`src/rtl/brs_pkg.sv`:
```
package brs_pkg;

   localparam int CFG_W        = 16;
   localparam int CMD_W        = 8;
   localparam int LAT_W        = 3;
   localparam int BL_W         = 3;

   localparam int CFG_ASYNC_B  = 15;
   localparam int CFG_LAT_HI   = 13;
   localparam int CFG_LAT_LO   = 11;
   localparam int CFG_EARLY_B  = 8;
   localparam int CFG_BL_HI    = 2;
   localparam int CFG_BL_LO    = 0;

   localparam logic [CMD_W-1:0] CMD_ARM  = 8'h60;
   localparam logic [CMD_W-1:0] CMD_LOAD = 8'h03;
   localparam logic [CFG_W-1:0] CFG_RST  = 16'h8000;

   typedef enum logic [1:0] {
      SQ_IDLE  = 2'd0,
      SQ_WAIT  = 2'd1,
      SQ_BURST = 2'd2,
      SQ_DONE  = 2'd3
   } sq_state_e;

   typedef struct packed {
      logic              async_rd;
      logic [LAT_W-1:0]  lat;
      logic              early;
      logic [BL_W-1:0]   bl;
   } cfg_view_t;

   function automatic cfg_view_t cfg_decode(input logic [CFG_W-1:0] c);
      cfg_view_t v;
      v.async_rd = c[CFG_ASYNC_B];
      v.lat      = c[CFG_LAT_HI:CFG_LAT_LO];
      v.early    = c[CFG_EARLY_B];
      v.bl       = c[CFG_BL_HI:CFG_BL_LO];
      return v;
   endfunction

endpackage

```
`src/rtl/brs_cfg_reg.sv`:
```
module brs_cfg_reg
   import brs_pkg::*;
#(
   parameter int                 REG_W   = CFG_W,
   parameter int                 OP_W    = CMD_W,
   parameter logic [REG_W-1:0]   RST_VAL = CFG_RST
) (
   input  logic              clk,
   input  logic              rst_n,
   input  logic              cmd_we,
   input  logic [OP_W-1:0]   cmd_data,
   input  logic [REG_W-1:0]  load_val,
   output logic [REG_W-1:0]  cfg_q
);

   initial begin
      assert (REG_W >= CFG_W) else $error("REG_W too narrow for field map");
      assert (OP_W >= CMD_W)  else $error("OP_W too narrow for command codes");
   end

   logic armed_q;
   logic is_arm;
   logic is_load;

   assign is_arm  = (cmd_data == OP_W'(CMD_ARM));
   assign is_load = (cmd_data == OP_W'(CMD_LOAD));

   always_ff @(posedge clk) begin
      if (!rst_n) begin
         armed_q <= 1'b0;
         cfg_q   <= RST_VAL;
      end else if (cmd_we) begin
         if (armed_q) begin
            armed_q <= 1'b0;
            if (is_load) cfg_q <= load_val;
         end else begin
            armed_q <= is_arm;
         end
      end
   end

   AST_CFG_LOAD: assert property (@(posedge clk) disable iff (!rst_n)
      (cmd_we && armed_q && is_load) |=> (cfg_q == $past(load_val)));
   AST_CFG_KEEP: assert property (@(posedge clk) disable iff (!rst_n)
      !(cmd_we && armed_q) |=> $stable(cfg_q));

endmodule

```
`src/rtl/brs_addr_ctr.sv`:
```
module brs_addr_ctr
   import brs_pkg::*;
#(
   parameter int ADDR_W       = 20,
   parameter int MAX_LEN_LOG2 = 3,
   parameter int CODE_W       = BL_W
) (
   input  logic              clk,
   input  logic              rst_n,
   input  logic              load,
   input  logic [ADDR_W-1:0] load_addr,
   input  logic [CODE_W-1:0] bl_code,
   input  logic              step,
   output logic [ADDR_W-1:0] addr_q,
   output logic              at_last
);

   localparam logic [CODE_W-1:0] MAX_CODE = CODE_W'(MAX_LEN_LOG2);

   initial begin
      assert (MAX_LEN_LOG2 < ADDR_W)         else $error("burst block wider than address");
      assert (MAX_LEN_LOG2 < (1 << CODE_W))  else $error("length code cannot reach maximum");
   end

   logic [CODE_W-1:0] bl_q;
   logic [ADDR_W-1:0] mask;

   always_ff @(posedge clk) begin
      if (!rst_n) begin
         addr_q <= '0;
         bl_q   <= '0;
      end else if (load) begin
         addr_q <= load_addr;
         bl_q   <= bl_code;
      end else if (step) begin
         addr_q <= addr_q + ADDR_W'(1);
      end
   end

   generate
      if (MAX_LEN_LOG2 == 0) begin : g_single
         logic bl_q_unused;
         assign bl_q_unused = ^bl_q;
         assign mask        = '0;
         assign at_last     = 1'b1;
      end else begin : g_block
         logic [CODE_W-1:0] len_log;
         assign len_log = (bl_q > MAX_CODE) ? MAX_CODE : bl_q;
         assign mask    = (ADDR_W'(1) << len_log) - ADDR_W'(1);
         assign at_last = ((addr_q & mask) == mask);
      end
   endgenerate

   AST_HOLD_NO_STEP: assert property (@(posedge clk) disable iff (!rst_n)
      (!step && !load) |=> $stable(addr_q));
   AST_STAY_IN_BLOCK: assert property (@(posedge clk) disable iff (!rst_n)
      (step && !load) |=> ((addr_q & ~mask) == ($past(addr_q) & ~$past(mask))));

endmodule

```
`src/rtl/brs_seq_fsm.sv`:
```
module brs_seq_fsm
   import brs_pkg::*;
#(
   parameter int CNT_W = LAT_W
) (
   input  logic             clk,
   input  logic             rst_n,
   input  logic             lat_go,
   input  logic             lat_abort,
   input  logic [CNT_W-1:0] lat_code,
   input  logic             early_in,
   input  logic             adv,
   input  logic             at_last,
   output logic             load,
   output logic             step,
   output logic             word_vld,
   output logic             rdy
);

   initial begin
      assert (CNT_W >= 1) else $error("latency counter needs a bit");
   end

   sq_state_e        st_q;
   logic [CNT_W-1:0] cnt_q;
   logic             early_q;
   logic             wait_end;

   assign wait_end = (st_q == SQ_WAIT) && (cnt_q == '0);
   assign word_vld = (st_q == SQ_BURST);
   assign load     = lat_go;
   assign step     = word_vld && adv && !at_last;
   assign rdy      = early_q ? (wait_end || (word_vld && !at_last)) : word_vld;

   always_ff @(posedge clk) begin
      if (!rst_n) begin
         st_q    <= SQ_IDLE;
         cnt_q   <= '0;
         early_q <= 1'b0;
      end else if (lat_abort) begin
         st_q    <= SQ_IDLE;
      end else if (lat_go) begin
         st_q    <= SQ_WAIT;
         cnt_q   <= lat_code;
         early_q <= early_in;
      end else begin
         unique case (st_q)
            SQ_WAIT: begin
               if (cnt_q == '0) st_q  <= SQ_BURST;
               else             cnt_q <= cnt_q - CNT_W'(1);
            end
            SQ_BURST: begin
               if (adv && at_last) st_q <= SQ_DONE;
            end
            default: st_q <= st_q;
         endcase
      end
   end

   AST_EARLY_LEAD: assert property (@(posedge clk) disable iff (!rst_n)
      (early_q && rdy && !word_vld && !lat_go && !lat_abort) |=> word_vld);
   AST_END_AT_EDGE: assert property (@(posedge clk) disable iff (!rst_n)
      (word_vld && adv && at_last && !lat_go && !lat_abort) |=> !word_vld);
   AST_ABORT_IDLE: assert property (@(posedge clk) disable iff (!rst_n)
      lat_abort |=> (!word_vld && !rdy));
   AST_GO_WAITS: assert property (@(posedge clk) disable iff (!rst_n)
      lat_go |=> !word_vld);

endmodule

```
`src/rtl/burst_rd_seq.sv`:
```
module burst_rd_seq
   import brs_pkg::*;
#(
   parameter int ADDR_W       = 20,
   parameter int DATA_W       = 32,
   parameter int MAX_LEN_LOG2 = 3
) (
   input  logic              clk,
   input  logic              rst_n,
   input  logic              cmd_we,
   input  logic [7:0]        cmd_data,
   input  logic [ADDR_W-1:0] addr_in,
   input  logic              lat_stb,
   input  logic              adv,
   input  logic [DATA_W-1:0] src_data,
   output logic [ADDR_W-1:0] word_addr,
   output logic [DATA_W-1:0] word_data,
   output logic              word_vld,
   output logic              rdy
);

   initial begin
      assert (ADDR_W >= CFG_W) else $error("address bus narrower than configuration value");
      assert (DATA_W >= 1)     else $error("DATA_W must be positive");
   end

   logic [CFG_W-1:0] cfg_q;
   cfg_view_t        cfg_v;
   logic             lat_go;
   logic             lat_abort;
   logic             load;
   logic             step;
   logic             at_last;
   logic             cfg_spare_unused;

   assign cfg_v            = cfg_decode(cfg_q);
   assign cfg_spare_unused = ^{cfg_q[14], cfg_q[10:9], cfg_q[7:3]};
   assign lat_go           = lat_stb && !cfg_v.async_rd;
   assign lat_abort        = lat_stb &&  cfg_v.async_rd;

   brs_cfg_reg #(
      .REG_W   (CFG_W),
      .OP_W    (CMD_W),
      .RST_VAL (CFG_RST)
   ) u_cfg (
      .clk      (clk),
      .rst_n    (rst_n),
      .cmd_we   (cmd_we),
      .cmd_data (cmd_data),
      .load_val (addr_in[CFG_W-1:0]),
      .cfg_q    (cfg_q)
   );

   brs_seq_fsm #(
      .CNT_W (LAT_W)
   ) u_fsm (
      .clk       (clk),
      .rst_n     (rst_n),
      .lat_go    (lat_go),
      .lat_abort (lat_abort),
      .lat_code  (cfg_v.lat),
      .early_in  (cfg_v.early),
      .adv       (adv),
      .at_last   (at_last),
      .load      (load),
      .step      (step),
      .word_vld  (word_vld),
      .rdy       (rdy)
   );

   brs_addr_ctr #(
      .ADDR_W       (ADDR_W),
      .MAX_LEN_LOG2 (MAX_LEN_LOG2),
      .CODE_W       (BL_W)
   ) u_ctr (
      .clk       (clk),
      .rst_n     (rst_n),
      .load      (load),
      .load_addr (addr_in),
      .bl_code   (cfg_v.bl),
      .step      (step),
      .addr_q    (word_addr),
      .at_last   (at_last)
   );

   assign word_data = src_data;

   AST_RDY_TRACKS: assert property (@(posedge clk) disable iff (!rst_n)
      (!cfg_v.early && lat_go) |=> (rdy == word_vld));

endmodule

```
`config.mk`:
```
export PLATFORM = sky130hd
export DESIGN_NAME = burst_rd_seq
export DESIGN_NICKNAME = d
export VERILOG_FILES = /design/src/rtl/brs_pkg.sv /design/src/rtl/brs_cfg_reg.sv /design/src/rtl/brs_addr_ctr.sv /design/src/rtl/brs_seq_fsm.sv /design/src/rtl/burst_rd_seq.sv
export SDC_FILE = /design/constraint.sdc
export NUM_CORES = 1
export LEC_CHECK = 0
export BUFFER_PORTS_ARGS = -buffer_cell sky130_fd_sc_hd__buf_2
export CAP_MARGIN = 20
export CORE_ASPECT_RATIO = 1.5
export CORE_MARGIN = 3
export CORE_UTILIZATION = 49
export CTS_CLUSTER_DIAMETER = 100
export DETAILED_ROUTE_END_ITERATION = 12
export HOLD_SLACK_MARGIN = 0.12
export PLACE_DENSITY_LB_ADDON = 0.08
export SYNTH_ARGS = -nofsm -noshare
export SYNTH_HDL_FRONTEND = slang
export SYNTH_SLANG_ARGS = --single-unit
```
`constraint.sdc`:
```
create_clock -name clk -period 6.7 [get_ports clk]
set_input_delay 0.335 -clock clk [delete_from_list [all_inputs] [get_ports clk]]
set_output_delay 0.335 -clock clk [all_outputs]
set_load 0.02 [all_outputs]
```
==> results of run 1 <==
[flip-flops by register name (all words and copies together), names as in the netlist]
register and cells:
u_ctr.bl_q 3, u_fsm.early_q 1, u_ctr.addr_q 20, u_cfg.cfg_q 8, u_fsm.cnt_q 3, u_cfg.armed_q 1, u_fsm.st_q 2
[path summary, 6_finish.rpt]
| kind | startpoint | to | slack [ns] | cells past startpoint |
|---|---|---|---|---|
| max | u_ctr.bl_q[2]$_SDFFE_PN0P_ | rdy | 3.56 | 9 |
| min | lat_stb | u_fsm.st_q[1]$_SDFFE_PP0P_ | 0.28 | 2 |
| max reg2reg | u_ctr.bl_q[2]$_SDFFE_PN0P_ | u_fsm.st_q[0]$_SDFFE_PP0P_ | 4.21 | 8 |
| min reg2reg | u_ctr.addr_q[19]$_SDFFE_PN0P_ | u_ctr.addr_q[19]$_SDFFE_PN0P_ | 0.45 | 2 |
[area by class of cell]
class	instances	area [µm²]
clock buffer	7	86.3
clock inverter	1	5.00
fill	437	1940
inverter	5	18.8
multi-input combinational	194	1200
sequential	38	761
tap	46	57.6
timing repair buffer	56	285
[layer usage]
| metal | global-route usage, % | part of all wire, % |
|---|---|---|
| met5 | 0 | 0 |
| met4 | 6.37 | 1.4 |
| met3 | 5.16 | 5.9 |
| met2 | 33.7 | 49 |
| met1 | 26.8 | 43 |
[power groups by stage]
stage | logic [W] | registers (W) | clock network, W
floorplan | 0.0000465 | 0.000232 | 0
global placement | 0.0000299 | 0.000232 | 0
detailed placement | 0.0000301 | 0.000232 | 0
CTS | 0.0000302 | 0.000227 | 0.000169
global route | 0.0000345 | 0.000227 | 0.000178
finish | 0.0000306 | 0.000227 | 0.000163
[cell usage after synthesis (6+ instances only)]
library cell / count
nor2_1: 18
nand2_1: 27
nand4_1: 13
nor3_1: 7
dfxtp_1: 38
mux2i_1: 8
xnor2_1: 8
buf_4: 32
a211oi_1: 6
o21ai_0: 20
nand3_1: 6
a21oi_1: 11
o21ai_1: 7
clkbuf_1: 7
and3_1: 9
a31oi_1: 6
[metrics by stage]
stage                     utilization [%]  cell area [µm²]  power [W]
after CTS                            55.5             2420   0.000426
final                                55.5             2420   0.000421
after floorplan                         -             2290   0.000278
after global routing                 55.5             2420   0.000439
after global placement               53.4             2320   0.000262
after detailed placement             53.4             2320   0.000262
[worst max-delay path, delay by kind of cell (launching register included)]
family	cells	cell delay [ns]
flip-flops	1	0.35
adder cells (fa/ha/maj)	1	0.22
AO/OA/AOI/OAI	3	1.12
buffers and inverters	2	0.24
AND/OR/NAND/NOR	3	0.59
[kinds of logic (layout without fill, tap and decap cells)]
logic type | Yosys count | after routing
flops | 38 | 38
simple gates | 111 | 111
fa+ha+maj | 5 | 5
other cells | 2 | 2
mux | 8 | 8
xor+xnor | 9 | 9
compound gates | 59 | 59
buf+inv | 50 | 69
==> results.md, run 1 <==
* Max cap viols at 0
* Detailed-route via count at 2049
* Max-slew violation count at 0
* Required @ worst endpoint at 6.36 ns
* Congestion Overflow GR at 0
* RSZ-0062 raised after global routing: false
* Slew @ Worst Pin at 0.710 ns
* XOR/XNOR Fraction of Synth Area at 3.44%
* Starting Density at 52.6%
* Vias per inst at 5.90
* Pre-CTS WS at 3.89 ns
* Final wirelength at 5500 µm
* Layout cells sized above 1 at 23.6%
* First-pass GRT wire length at 8940 µm
* Worst Path Arrival at 2.81 ns
* Port buffer count at 54
* DRC at 0
* EDFF count, synth at 0
* Drt wl/cell at 15.9 µm
* Static Leak at 0.935 nW
* Cell variety after synth at 46
* Clock buffer count from CTS at 5
* PostCTS Resize Cnt at 0
* Maximum clock rate at 0.318 GHz
* Placed cells at 339
* Clock Skew at 0.00247 ns
* Cell Int Power at 0.000321 W
* Hold crit path type: in2reg
* CP max stage delay at 0.49 ns
* Avg Inst Size Synth at 8.12 µm²
* Syn Nets at 352
* Switching power total at 0.0000996 W
* Fin cells at 347
* Simple-Gate Fraction of Synth Area at 26.7%
* Mapped Area at 2290 µm²
* CP max FO at 19
* Startpoint Class: register
* CTS Hold Bufs at 0
* Synth Warn # at 0
* Core Region at 4350 µm²
* Initial antenna violation count at 0
* Die height at 89.7 µm
* H-tree depth at 2
* Sequential share of the synthesized area at 33.2%
* Top cell type's share of synthesized area at 33.2%
* Fraction of the cycle the final worst path needs at 46.9%
* Max_slew headroom at 52.5%
* Kind of critical path: reg2out
* Vias in the first global route at 1886
* Full die area at 5550 µm²
* Crit path cell chain: nor3_1, inv_1, ha_1, nor3b_1, a211oi_4, o221a_2, nand2_1, a32o_1, buf_2
* Outcome: completed
* Clk_lat worst skew at 0.29 ns
* Post-synthesis mux area share at 3.50%
* Ant diodes at 0
* Switching part of the total at 23.7%
* IO Pins at 119
* Total GRT Usage at 20.9%
* CTS tree: yes
* Commonest non-fill, non-tap cell in the layout: buf_2
* Async S/R FF share, synth at 0%
* DR iter-0 viols at 106
* Dpl hpwl at 4050 µm
* Share of power burned in registers at 53.9%
* Crit path max-delay cell type: o221a_2
* Largest cells by area after synthesis: dfxtp_1, buf_4, nand2_1, o21ai_0, nand4_1
* Mapped Cells at 282
* Antenna Violating Nets Remaining at 0
* Row count at 29
* Adder-Cell Fraction of Synth Area at 2.73%
* Setup TNS at 0 ns
* Most frequent cells in the layout: buf_2, dfxtp_1, nand2_1
* Clk sinks at 38
* Clock power share at 38.8%
* NumNets Final at 370
* Top_reg_cell synth: dfxtp_1
* Comb power frac at 7.3%
* Worst IR Drop VDD at 0.114 mV
* Horiz. Die Dim at 61.8 µm
* P per Cell Area at 174 nW/µm²
* Area Overhead vs Synth at 5.46%
* Hold slack at 0.279 ns
* Final-report hold violation count at 0
* CTS clk-pin slew, worst paths at 0.07 ns
* GP Congestion at 0.824
* Clk root buf: clkbuf_8
* PnR worst setup slack at 3.56 ns
* Leading area contributor after synthesis: dfxtp_1
* Largest net degree at the start of global routing at 41
* Post-layout min period at 3.14 ns
* Main combinational cell family by area after synthesis: simple AND/OR/NAND/NOR gates
* Postcts setup bufs at 0
* 1st-pass router iterations at 4
* Synth Area in Compound Gates at 15.8%
* Synth Register Bits at 38
* Max Root-Sink Buffers at 2
* Endpoints failing setup at 0
* Setup crit end kind: output pin
Note: power is estimated with default switching activity, not from simulation.
==> run 2, diff against run 1 <==
--- a/config.mk
+++ b/config.mk
@@ -9,7 +9,7 @@
 export CAP_MARGIN = 20
 export CORE_ASPECT_RATIO = 1.5
 export CORE_MARGIN = 3
-export CORE_UTILIZATION = 49
+export CORE_UTILIZATION = 41
 export CTS_CLUSTER_DIAMETER = 100
 export DETAILED_ROUTE_END_ITERATION = 12
 export HOLD_SLACK_MARGIN = 0.12
==> constraint.sdc (replaced) <==
create_clock -name clk -period 2.6 [get_ports clk]
set_input_delay 0.13 -clock clk [delete_from_list [all_inputs] [get_ports clk]]
set_output_delay 0.13 -clock clk [all_outputs]
set_load 0.02 [all_outputs]
==> run 2 against run 1 <==
Cell count increased by 11%. First-iteration DRC count decreased by 33%. Hold slack got worse by 0.14 ns. Cell area increased by 8.5%. Flip-flop and latch count unchanged. Combinational power increased to 3.4 times the previous value. Die area increased by 18%. Sequential share of layout area decreased by 2.5 points. Global-route usage decreased by 2.2 points. Largest cell class unchanged.
==> results.md, run 2 (same netlist as run 1, synthesis figures left out) <==
* Largest net degree at the start of global routing at 28
* Area Overhead vs Synth at 14.4%
* Slew @ Worst Pin at 0.726 ns
* NumNets Final at 387
* Reg with most FFs: u_ctr.addr_q
* Vias in the first global route at 1947
* Comb power frac at 9.3%
* Detailed-route via count at 2084
* Max Root-Sink Buffers at 2
* Row count at 32
* Most frequent cells in the layout: buf_2, dfxtp_1, nand2_1
* Post-layout min period at 2.43 ns
* Commonest non-fill, non-tap cell in the layout: buf_2
* Max cap viols at 0
* DR iter-0 viols at 71
* Setup crit end kind: register
* Full die area at 6540 µm²
* Initial antenna violation count at 0
* Max_slew headroom at 51.5%
* Port buffer count at 54
* Outcome: completed
* Die height at 97.6 µm
* Pre-CTS WS at 0.168 ns
* Switching part of the total at 24.3%
* Starting Density at 43.3%
* Total Power at 0.00112 W
* Placed cells at 365
* Ant diodes at 0
* Endpoints failing setup at 0
* Cell Int Power at 0.000848 W
* Max-slew violation count at 0
* Dpl hpwl at 4300 µm
* GP Congestion at 0.862
* Kind of critical path: reg2reg
* First-pass GRT wire length at 9330 µm
* Total GRT Usage at 18.8%
* Fin cells at 386
* Top flop regs: u_ctr.addr_q: 20 flops, u_cfg.cfg_q: 8 flops
* DRC at 0
* Startpoint Class: register
* Congestion Overflow GR at 0
* Core Region at 5290 µm²
* CTS tree: yes
* Drt wl/cell at 15.3 µm
* Static Leak at 1.02 nW
* Multi-input logic area at 1220 µm²
* Clock buffer count from CTS at 5
* Storage cell area at 761 µm²
* Fraction of the cycle the final worst path needs at 93.5%
* CP max FO at 7
* Final wirelength at 5930 µm
* Final-report hold violation count at 0
* IO Pins at 119
* Clock power share at 38.6%
* Clock Skew at 0.00421 ns
* Worst IR Drop VDD at 0.264 mV
* Switching power total at 0.000273 W
* Setup TNS at 0 ns
* Clk root buf: clkbuf_8
* PnR worst setup slack at 0.169 ns
* Worst Path Arrival at 2.63 ns
* P per Cell Area at 428 nW/µm²
* CTS clk-pin slew, worst paths at 0.08 ns
* Placed instance area at 2380 µm²
* RSZ-0062 raised after global routing: false
* Clk sinks at 38
* Layout fillers at 569
* Antenna Violating Nets Remaining at 0
* Layout cells sized above 1 at 24.2%
* Finished Cell Area at 2620 µm²
* Maximum clock rate at 0.411 GHz
* Clk_lat worst skew at 0.29 ns
* H-tree depth at 2
* Horiz. Die Dim at 67.0 µm
* Required @ worst endpoint at 2.80 ns
* Share of power burned in registers at 52.1%
* Max reg flops at 20
* Hold crit path type: in2reg
* Vias per inst at 5.40
* 1st-pass router iterations at 4
run 2: what timing repair did:
item | in CTS | in global routing
pin swaps | 0 | 1
hold buffers | 12 | 0
gates resized for setup | 1 | 2
setup endpoints to repair | 1 | 1
buffers inserted | 0 | 1
hold endpoints to repair | 15 | 0
run 2: worst paths after layout:
check                                                     to  cells after the start                         from  slack [ns]
worst max-delay path            u_ctr.addr_q[5]$_SDFFE_PN0P_                      9   u_ctr.bl_q[2]$_SDFFE_PN0P_        0.17
worst min-delay path              u_cfg.armed_q$_SDFFE_PN0P_                      4                       cmd_we        0.14
worst max register to register  u_ctr.addr_q[5]$_SDFFE_PN0P_                      9   u_ctr.bl_q[2]$_SDFFE_PN0P_        0.17
worst min register to register    u_ctr.bl_q[1]$_SDFFE_PN0P_                      2  u_cfg.cfg_q[1]$_SDFFE_PN0P_        0.46
run 2: layout make-up:
type / instances / share of cell area (%)
inverters: 5 / 0.716
clock buffers: 7 / 3.29
well taps: 68 / 3.25
flip-flops and latches: 38 / 29.0
repair buffers: 73 / 16.9
clock inverters: 1 / 0.191
multi-input cells: 194 / 46.6
run 2: stage by stage:
stage	util, %	hold WS, ns
finish	49.6	0.137
detailed placement	45.1	0.260
floorplan	-	0.209
global route	49.6	0.144
global placement	45.1	0.260
CTS	49.2	0.129
run 2: power groups by stage:
| stage | clock network, W | registers, W | logic [W] |
|---|---|---|---|
| 5_1_grt | 0.000463 | 0.000584 | 0.000116 |
| 2_1_floorplan | 0 | 0.000598 | 0.000120 |
| 3_3_place_gp | 0 | 0.000598 | 0.0000858 |
| 4_1_cts | 0.000444 | 0.000584 | 0.000101 |
| 3_5_place_dp | 0 | 0.000598 | 0.0000867 |
| 6_report | 0.000433 | 0.000584 | 0.000104 |
run 2: routing by layer:
metal | vias to the layer above | wire length (µm) | track usage [%]
li1 | 1045 | - | -
met1 | 968 | 2480 | 21.7
met2 | 62 | 2980 | 31.4
met3 | 9 | 354 | 5.21
met4 | 0 | 112 | 7.81
met5 | - | 0 | 0
run 2: worst max-delay path: stages (launching register included):
cell and delay [ns]:
dfxtp_1 0.38, nor3_4 0.25, inv_1 0.07, ha_1 0.28, o22ai_1 0.24, a211oi_4 0.07
buf_4 0.16, buf_4 0.15, or4_1 0.49, a311oi_1 0.25
==> run 3, diff against run 2 <==
--- a/config.mk
+++ b/config.mk
@@ -7,9 +7,9 @@
 export LEC_CHECK = 0
 export BUFFER_PORTS_ARGS = -buffer_cell sky130_fd_sc_hd__buf_2
 export CAP_MARGIN = 20
-export CORE_ASPECT_RATIO = 1.5
 export CORE_MARGIN = 3
-export CORE_UTILIZATION = 41
+export CORE_UTILIZATION = 42
+export CTS_BUF_LIST = sky130_fd_sc_hd__clkbuf_8
 export CTS_CLUSTER_DIAMETER = 100
 export DETAILED_ROUTE_END_ITERATION = 12
 export HOLD_SLACK_MARGIN = 0.12
==> run 3 against run 2 <==
Hold slack lost 0.015 ns. Clock skew increased by 0.0036 ns. Power increased by 17%. Cell count is 0.26% lower. Sequential share of layout area fell by 0.12 points. Via count decreased by 1.5%. Wire length decreased by 2.8%. Cell area rose by 0.43%. Maximum frequency rose by 0.51%. Core utilization increased by 0.98 points. Clock power increased by 46%. Largest power group is now the clock network.
==> results.md, run 3 (same netlist as run 1, synthesis figures left out) <==
* Clk sinks at 38
* Clk_lat worst skew at 0.29 ns
* Vias in the first global route at 1870
* Final wirelength at 5760 µm
* Clock power share at 48.0%
* Setup TNS at 0 ns
* Congestion Overflow GR at 0
* 1st-pass router iterations at 4
* Antenna Violating Nets Remaining at 0
* Layout cells sized above 1 at 24.4%
* P per Cell Area at 500 nW/µm²
* Horiz. Die Dim at 79.9 µm
* Top flop regs: u_ctr.addr_q: 20 flops, u_cfg.cfg_q: 8 flops
* Startpoint Class: register
* Max cap viols at 0
* Hold crit path type: in2reg
* Static Leak at 1.02 nW
* Port buffer count at 54
* DRC at 0
* Hold slack at 0.122 ns
* WHS Endpoint: u_ctr.addr_q[9]$_SDFFE_PN0P_
* RSZ-0062 raised after global routing: false
* First-pass GRT wire length at 9060 µm
* Setup crit end kind: output pin
* Max Root-Sink Buffers at 2
* Area Overhead vs Synth at 14.9%
* Worst hold path cell count at 3
* CP max FO at 5
* Fraction of the cycle the final worst path needs at 93.0%
* Ant diodes at 0
* Endpoints failing setup at 0
* Worst r2r dst: u_ctr.addr_q[5]$_SDFFE_PN0P_
* Drt wl/cell at 15.0 µm
* IO Pins at 119
* Worst Path Arrival at 2.29 ns
* Most frequent cells in the layout: buf_2, dfxtp_1, nand2_1
* CTS clk-pin slew, worst paths at 0.08 ns
* Full die area at 6380 µm²
* Worst Hold Launch: addr_in[9]
* Share of power burned in registers at 44.4%
* Register-to-Register Path Depth at 8
* Post-layout min period at 2.42 ns
* Reg with most FFs: u_ctr.addr_q
* Cell Int Power at 0.00104 W
* Switching power total at 0.000277 W
* NumNets Final at 384
* H-tree depth at 2
* Slew @ Worst Pin at 0.660 ns
* Worst IR Drop VDD at 0.285 mV
* Outcome: completed
* Total GRT Usage at 18.3%
* Max reg flops at 20
* Detailed-route via count at 2052
* Commonest non-fill, non-tap cell in the layout: buf_2
* Max_slew headroom at 56.0%
* Largest net degree at the start of global routing at 22
* Worst R2R Start: u_ctr.bl_q[2]$_SDFFE_PN0P_
* Dpl hpwl at 4220 µm
* Vias per inst at 5.33
* Flop2flop setup slack at 0.23 ns
* Row count at 26
* Clk root buf: clkbuf_8
* Core Region at 5200 µm²
* Comb power frac at 7.6%
* Kind of critical path: reg2out
* Starting Density at 44.0%
* Clock Skew at 0.00779 ns
* Max-slew violation count at 0
* Maximum clock rate at 0.413 GHz
* Required @ worst endpoint at 2.47 ns
* CTS tree: yes
* Die height at 79.9 µm
* DR iter-0 viols at 99
* Initial antenna violation count at 0
* Final-report hold violation count at 0
* GP Congestion at 0.750
* Clock buffer count from CTS at 5
* Switching part of the total at 21.1%
[run 3: worst max-delay path by stage]
stage | startpoint | endpoint | slack [ns]
final | u_ctr.bl_q[2]$_SDFFE_PN0P_ | rdy | 0.18
after global routing | u_ctr.bl_q[2]$_SDFFE_PN0P_ | rdy | 0.05
after CTS | u_ctr.bl_q[2]$_SDFFE_PN0P_ | rdy | 0.08
after detailed placement | u_ctr.bl_q[2]$_SDFFE_PN0P_ | u_ctr.addr_q[12]$_SDFFE_PN0P_ | 0.06
after global placement | u_ctr.bl_q[2]$_SDFFE_PN0P_ | u_ctr.addr_q[14]$_SDFFE_PN0P_ | 0.17
after floorplan | u_ctr.bl_q[2]$_SDFFE_PN0P_ | rdy | 0.27
[run 3: area by class of cell]
class                           count  area (µm²)
Fill cell                         554        2570
Sequential cell                    38         761
Clock buffer                        6        82.6
Inverter                            5        18.8
Timing Repair Buffer               70         415
Tap cell                           70        87.6
Multi-Input combinational cell    194        1210
Clock inverter                      2        60.1
[run 3: layer usage]
layer / track usage, % / wire (µm)
met4: 6.25 / 97
met3: 3.95 / 298
met2: 28.7 / 2610
met1: 24.6 / 2750
met5: 0 / 0
[run 3: power by group through the flow]
stage / Sequential (W) / Clock (W) / Combinational, W
finish: 0.000584 / 0.000631 / 0.000100
floorplan: 0.000598 / 0 / 0.000120
global placement: 0.000598 / 0 / 0.0000843
CTS: 0.000584 / 0.000641 / 0.0000997
detailed placement: 0.000598 / 0 / 0.0000856
global route: 0.000585 / 0.000661 / 0.000110
[run 3: per-stage QoR]
step	instances	area (µm²)	power [W]	setup slack, ns	util, %
2_1_floorplan	282	2290	0.000718	0.266	-
3_3_place_gp	366	2380	0.000682	0.168	45.7
3_5_place_dp	366	2380	0.000684	0.0607	45.7
4_1_cts	385	2630	0.00132	0.0783	50.5
5_1_grt	385	2630	0.00136	0.0453	50.6
6_report	385	2630	0.00132	0.181	50.6
[run 3: timing repair]
item	in CTS	in global routing
endpoints found under the hold margin	14	0
pin swaps	1	0
resized for setup	0	1
buffers inserted	1	0
hold buffers	10	0
gates cloned	0	0
endpoints found under the setup margin	1	1
[run 3: critical path, stage by stage (launching register included)]
cell and delay, ns:
dfxtp_1 0.37, nor3_2 0.25, inv_1 0.07, ha_1 0.21, nor3b_1 0.17, a211oi_4 0.24
o221a_2 0.26, nand2_1 0.07, a32o_1 0.20, buf_2 0.16
